### src/rtl/seq_mult_pkg.sv
package seq_mult_pkg;
  typedef enum logic [0:0] {
    MS_IDLE = 1'b0,
    MS_RUN  = 1'b1
  } mult_state_t;
endpackage

### src/rtl/seq_mult_adder.sv
// Single-width adder; the carry-out feeds the top of the shift.
module seq_mult_adder #(
  parameter int WIDTH = 32
) (
  input  logic [WIDTH-1:0] addend_a,
  input  logic [WIDTH-1:0] addend_b,
  output logic [WIDTH-1:0] sum,
  output logic             carry_out
);
  logic [WIDTH:0] full_sum;

  always_comb begin
    full_sum  = {1'b0, addend_a} + {1'b0, addend_b};
    sum       = full_sum[WIDTH-1:0];
    carry_out = full_sum[WIDTH];
  end
endmodule

### src/rtl/seq_mult_ctrl.sv
// Step sequencer: accepts a request when idle, then counts WIDTH steps.
module seq_mult_ctrl
  import seq_mult_pkg::*;
#(
  parameter int WIDTH = 32
) (
  input  logic clk,
  input  logic rst_n,
  input  logic start,
  output logic load,
  output logic step,
  output logic busy,
  output logic done
);
  localparam int CW = $clog2(WIDTH + 1);
  localparam logic [CW-1:0] LAST_STEP = CW'(WIDTH - 1);

  mult_state_t     state_q;
  logic [CW-1:0]   step_cnt_q;

  assign load = (state_q == MS_IDLE) && start;
  assign step = (state_q == MS_RUN);
  assign busy = (state_q == MS_RUN);

  always_ff @(posedge clk or negedge rst_n) begin
    if (!rst_n) begin
      state_q    <= MS_IDLE;
      step_cnt_q <= '0;
      done       <= 1'b0;
    end else begin
      done <= 1'b0;
      unique case (state_q)
        MS_IDLE: begin
          if (start) begin
            state_q    <= MS_RUN;
            step_cnt_q <= '0;
          end
        end
        MS_RUN: begin
          if (step_cnt_q == LAST_STEP) begin
            state_q <= MS_IDLE;
            done    <= 1'b1;
          end
          step_cnt_q <= step_cnt_q + 1'b1;
        end
        default: state_q <= MS_IDLE;
      endcase
    end
  end
endmodule

### src/rtl/seq_mult_datapath.sv
// Fixed multiplicand, double-width product register shifting right.
module seq_mult_datapath #(
  parameter int WIDTH = 32
) (
  input  logic               clk,
  input  logic               rst_n,
  input  logic               load,
  input  logic               step,
  input  logic [WIDTH-1:0]   op_a,
  input  logic [WIDTH-1:0]   op_b,
  output logic [2*WIDTH-1:0] product
);
  localparam int PW = 2 * WIDTH;

  logic [WIDTH-1:0] mcand_q;
  logic [PW-1:0]    prod_q;
  logic [WIDTH-1:0] add_in;
  logic [WIDTH-1:0] add_sum;
  logic             add_cout;
  logic [PW:0]      pre_shift;

  // Bit 0 of the product register is the current multiplier bit.
  assign add_in = prod_q[0] ? mcand_q : '0;

  seq_mult_adder #(.WIDTH(WIDTH)) u_adder (
    .addend_a (prod_q[PW-1:WIDTH]),
    .addend_b (add_in),
    .sum      (add_sum),
    .carry_out(add_cout)
  );

  assign pre_shift = {add_cout, add_sum, prod_q[WIDTH-1:0]};

  always_ff @(posedge clk or negedge rst_n) begin
    if (!rst_n) begin
      mcand_q <= '0;
      prod_q  <= '0;
    end else if (load) begin
      mcand_q <= op_a;
      prod_q  <= {{WIDTH{1'b0}}, op_b};
    end else if (step) begin
      prod_q  <= pre_shift[PW:1];
    end
  end

  assign product = prod_q;
endmodule

### src/rtl/seq_mult.sv
module seq_mult #(
  parameter int WIDTH = 32
) (
  input  logic               clk,
  input  logic               rst_n,
  input  logic               start,
  input  logic [WIDTH-1:0]   op_a,
  input  logic [WIDTH-1:0]   op_b,
  output logic               busy,
  output logic               done,
  output logic [2*WIDTH-1:0] product
);
  logic load;
  logic step;

  seq_mult_ctrl #(.WIDTH(WIDTH)) u_ctrl (
    .clk  (clk),
    .rst_n(rst_n),
    .start(start),
    .load (load),
    .step (step),
    .busy (busy),
    .done (done)
  );

  seq_mult_datapath #(.WIDTH(WIDTH)) u_dp (
    .clk    (clk),
    .rst_n  (rst_n),
    .load   (load),
    .step   (step),
    .op_a   (op_a),
    .op_b   (op_b),
    .product(product)
  );
endmodule

### config.mk
export PLATFORM = sky130hd
export DESIGN_NAME = seq_mult
export DESIGN_NICKNAME = d
export VERILOG_FILES = /design/src/rtl/seq_mult_pkg.sv /design/src/rtl/seq_mult_adder.sv /design/src/rtl/seq_mult_ctrl.sv /design/src/rtl/seq_mult_datapath.sv /design/src/rtl/seq_mult.sv
export SDC_FILE = /design/constraint.sdc
export NUM_CORES = 1
export LEC_CHECK = 0
export ABC_AREA = 1
export BUFFER_PORTS_ARGS = -buffer_cell sky130_fd_sc_hd__buf_2
export CORE_MARGIN = 8
export CORE_UTILIZATION = 45
export CTS_BUF_LIST = sky130_fd_sc_hd__clkbuf_16
export DETAILED_ROUTE_END_ITERATION = 10
export PLACE_DENSITY = 0.79
export SLEW_MARGIN = 20
export SYNTH_ARGS = -nofsm -noshare
export SYNTH_HDL_FRONTEND = slang
export SYNTH_HIERARCHICAL = 1
export SYNTH_SLANG_ARGS = --single-unit
### constraint.sdc
create_clock -name clk -period 2.1 [get_ports clk]
set_clock_uncertainty 0.1 [all_clocks]
set_input_delay 0.21 -clock clk [delete_from_list [all_inputs] [get_ports clk]]
set_output_delay 0.21 -clock clk [all_outputs]
set_load 0.1 [all_outputs]
### Word-level counts from Yosys, hierarchy flattened

Index checks and enable logic that the tools add are counted.

| word-level totals | value |
|---|---|
| input bits | 67 |
| register bits | 104 |

| cells by class | value |
|---|---|
| add/subtract/negate cells | 2 |
| mux-type cells | 10 |
| equality and inequality tests | 2 |
| reductions and logical operators | 2 |
| bitwise logic cells | 1 |

Operators with widths:

| operator | count |
|---|---|
| 2-to-1 mux 64 bit | 2 |
| adder 32 x 32 -> 33 bit | 1 |
| 2-to-1 mux 32 bit | 1 |
| case mux 6 bit (2 select lines) | 1 |
| adder 6 x 1 -> 6 bit, second input constant | 1 |
| == test 6 x 5 -> 1 bit, second input constant | 1 |
| 2-to-1 mux 6 bit | 1 |
| 2-to-1 mux 1 bit | 4 |
| inequality test 2 bit, second input constant | 1 |
| case mux 1 bit (2 select lines) | 1 |
| nonzero test 2 bit | 1 |
| logical AND 1 bit | 1 |
| inverter 1 bit | 1 |

### Longest topological paths before layout

| depth | value |
|---|---|
| depth after elaboration | 4 |
| depth in mapped cells | 17 |
| gate-level depth less buffers | 16 |

### By module

The synthesis kept the hierarchy.

By module, submodules not included:

| module | area an instance (um^2) | cells an instance | instances | sequential area each (um^2) |
|---|---|---|---|---|
| seq_mult_datapath | 4,171.5 | 516 | 1 | 2,402.3 |
| seq_mult_adder | 2,423.6 | 505 | 1 | 0.0 |
| seq_mult_ctrl | 390.4 | 47 | 1 | 200.2 |

### Least setup slack after synthesis

OpenSTA, ideal clock, no wires.

| timing | value |
|---|---|
| path type | reg2reg |
| from | register u_dp.prod_q[0] (netlist: u_dp/product[0]) |
| to | register u_dp.prod_q[60] (netlist: u_dp/product[60]) |
| stages on the path, launching flop included | 17 |
| path slack | -0.686 ns |
| data arrival time | 2.564 ns |
| path buffers | 2 |
| cells stage by stage | dfrtp_1 > clkbuf_1 > buf_2 > nand2_1 > inv_1 > ha_1 > or2_4 > nand3_1 > nand2_1 > nand2_1 > nand2_2 > nand2_1 > nand2_1 > nand2_1 > nand2_1 > nand3_1 > nand2_1 |

| on the way | value |
|---|---|
| cells in the longest elaborated chain, start to end | 4 |

RTL lines:

| what | RTL line | source |
|---|---|---|
| start: declaration | seq_mult_datapath.sv:16 | `logic [PW-1:0] prod_q;` |
| start signal: assignment | seq_mult_datapath.sv:40 | `prod_q <= {{WIDTH{1'b0}}, op_b};` |
| start signal: assignment | seq_mult_datapath.sv:42 | `prod_q <= pre_shift[PW:1];` |
| 2-to-1 mux 32 bit | seq_mult_datapath.sv:23 | `assign add_in = prod_q[0] ? mcand_q : '0;` |
| net u_dp.add_in[2] | seq_mult_datapath.sv:17 | `logic [WIDTH-1:0] add_in;` |
| adder 32 x 32 -> 33 bit | seq_mult_adder.sv:13 | `full_sum = {1'b0, addend_a} + {1'b0, addend_b};` |
| net u_dp.add_sum[29] | seq_mult_datapath.sv:18 | `logic [WIDTH-1:0] add_sum;` |
| 2-to-1 mux 64 bit | seq_mult_datapath.sv:41 | `end else if (step) begin` |
| 2-to-1 mux 64 bit | seq_mult_datapath.sv:38 | `end else if (load) begin` |

The timed path passes the listed nets, and every way through them passes these cells. The select of a mux whose other input is x is not followed.
A chain may end at the register's enable or synchronous reset.

### Worst setup path after layout

| timing | value |
|---|---|
| from | register u_dp.prod_q[0] (netlist: u_dp/product[0]) |
| to | register u_dp.prod_q[57] (netlist: u_dp/product[57]) |

The elaborated chain is that of the path after synthesis.

==> metrics.txt <==
run status finished with violations; failing checks negative setup slack; worst-margin pin slew between 0.7 and 0.8 ns; sequential area share after synthesis 37.3%; largest net degree at the start of global routing between 60 and 70; share of the synthesized area in the top cell type 37.3%; Num CTS Buffers 9; Async SR Flop Fraction between 90% and 100%; fillers roughly 1200; vias in the first global route 7697; boundary pin count around 130; multi-input logic area between 4000 and 5000 µm²; Req. time, crit path between 2 and 2.5 ns; Initial Util approximately 46%; top post-synthesis cells by area dfrtp_1 37%, nand2_1 27%, nand3_1 9.0%; Tot GR Track Use a little under a quarter; Synth area leader dfrtp_1; Post-synth EDFFs 0; Netlist cell types 29; CP Launch Type flop; Layout Nets 1401; unrepaired setup endpoints after global routing yes; Detailed Route Iter0 Violations ~440; Inserted Diodes 0; worst setup margin -0.203 ns; max-cap viol count 0; Clock transition at path regs 0.07 ns; antenna violations before repair 0; Final Hold Violating Endpoints 0; highest-count cells in the layout ignoring fill and taps 448 x nand2_1, 143 x inv_1, 131 x buf_2, 119 x nand3_1, 92 x dfrtp_1; Avg Cell Area, Syn roughly 6.5 µm²; Rel. slew slack between 50% and 60%; Mapped Area 6990 µm²; Worst-Skew Late Latency 0.36 ns; Util after Layout 65.1%; GP Congestion about 0.96; worst min-delay path class in2reg; Vias/cell slightly above 5; Area Growth Syn to Fin 41.7%; wire length reported by the detailed router ~23000 µm; Core ar. approximately 15000 µm²; Slew Limit Fails 0; dpl ws -0.185 ns; P per Cell Area roughly 1700 nW/µm²; Peak Freq 434 MHz; Leak roughly 5.6 nW; number of buffers added on ports 132; layout cells sized above 1 29.3%; Syn Nets ~1200; period utilization 110%; die width roughly 140 µm; critical path endpoint category flop; WP data arrival 2.44 ns; dpl hpwl around 16000 µm; crit path kind reg2reg; vias between 7000 and 8000; Peak VDD IR between 1.5 and 2 mV; ys flop type dfrtp_1; Die H between 100 and 150 µm; commonest non-fill, non-tap cell in the layout nand2_1; die area between 15000 and 20000 µm²; #FFs+latches synth roughly 100; ANT nets after route 0; FF+latch area ~2600 µm²; CTS root buf clkbuf_16; Syn. warnings 6; Final min period between 2 and 2.5 ns; WL per Instance 15.2 µm; CTS Buffer Depth 2; GRT Residual Overflow 0; Worst Path Max Fanout 10; CTS tree built; global-route wire length before repair ~37000 µm; clk sinks around 100; first-pass iteration count of the detailed router 5; CTS H-Tree Depth 3; post-synthesis cell count around 1100; Rows 45; Finish-stage setup viols 26; # DRC 0
[where the power goes]
part | switching (mW) | internal (mW)
clock | 0.785 | 0.926
sequential | 0.945 | 3.00
combinational | 8.22 | 3.42
[cells in the mapped netlist (2+ instances only)]
| cell type | number |
|---|---|
| dfrtp_1 | 104 |
| nand4_1 | 3 |
| nand3_2 | 3 |
| ha_1 | 33 |
| nand2_2 | 15 |
| nor2_2 | 4 |
| buf_4 | 9 |
| nor2_4 | 2 |
| nor3_1 | 5 |
| o21ai_0 | 3 |
| nand2_1 | 494 |
| nor2_1 | 39 |
| inv_1 | 152 |
| nand3_1 | 126 |
| clkbuf_1 | 3 |
| a21oi_1 | 22 |
| inv_2 | 5 |
| buf_2 | 22 |
| xor2_1 | 14 |
[timing repair]
action,CTS,global route
hold buffers,64,0
resized for setup,40,54
endpoints found under the hold margin,92,0
buffers inserted,1,3
pin swaps,9,16
endpoints found under the setup margin,25,28
[registers in the layout, summed over array words and instances, names as in the netlist]
signal and count:
u_ctrl/busy 1, u_ctrl/done 1, u_ctrl/step_cnt_q 6, u_dp/mcand_q 32
u_dp/product 64
[worst paths after layout]
path                                      startpoint              endpoint  slack [ns]  cells after the start
worst max-delay path                 u_dp/product[0]      u_dp/product[57]       -0.20                     14
worst min-delay path                         op_b[0]       u_dp/product[0]        0.02                      3
worst max register to register       u_dp/product[0]      u_dp/product[57]       -0.20                     14
worst min register to register  u_ctrl/step_cnt_q[5]           u_ctrl/done        0.36                      1
max in group asynchronous                      rst_n      u_dp/product[53]        1.01                      3
min in group asynchronous                      rst_n  u_ctrl/step_cnt_q[4]        0.24                      2
[cell type report]
class                      count  area share (%)
multi-input combinational    772            44.1
sequential                   104            26.5
timing repair buffer         256            18.1
tap                          188            2.38
inverter                     157            5.95
clock buffer                   9            2.27
clock inverter                 7           0.695
[metal layers]
metal	track usage (%)	up-vias	wire length [µm]
met1	26.9	3496	9260
met3	5.94	39	1690
met4	7.86	0	496
met2	40.5	286	11200
li1	-	3705	-
met5	0	-	0
[per-stage QoR]
stage / setup TNS [ns] / total power, mW / cell area, µm² / hold slack (ns) / instances
floorplan: -4.80 / 12.3 / 7460 / -0.186 / 1068
global placement: -1.70 / 14.7 / 8600 / 0.0914 / 1409
detailed placement: -2.44 / 14.8 / 8600 / 0.0918 / 1409
CTS: -2.45 / 16.9 / 9670 / 0.0162 / 1490
global route: -6.27 / 18.3 / 9900 / 0.0319 / 1493
finish: -2.80 / 17.3 / 9900 / 0.0233 / 1493
[kinds of logic after synthesis]
family	Yosys count	synth area share [%]
flip-flops	104	37.3
XOR/XNOR	15	1.88
AND/OR/NAND/NOR	695	41.2
adder cells (fa/ha/maj)	34	6.20
buffers and inverters	192	11.3
AO/OA/AOI/OAI	28	2.15
[critical path: stages, from the launching register on]
cell and delay, ns:
dfrtp_4 0.51, buf_4 0.20, nand2_1 0.07, inv_1 0.06, ha_4 0.23, nand2_2 0.14
inv_1 0.07, a21oi_2 0.19, inv_1 0.06, a21oi_1 0.17, nand3_1 0.10, nand2_1 0.06
nand2_1 0.06, nand3_1 0.09, nand2_1 0.07
Note: power is estimated with default switching activity, not from simulation.
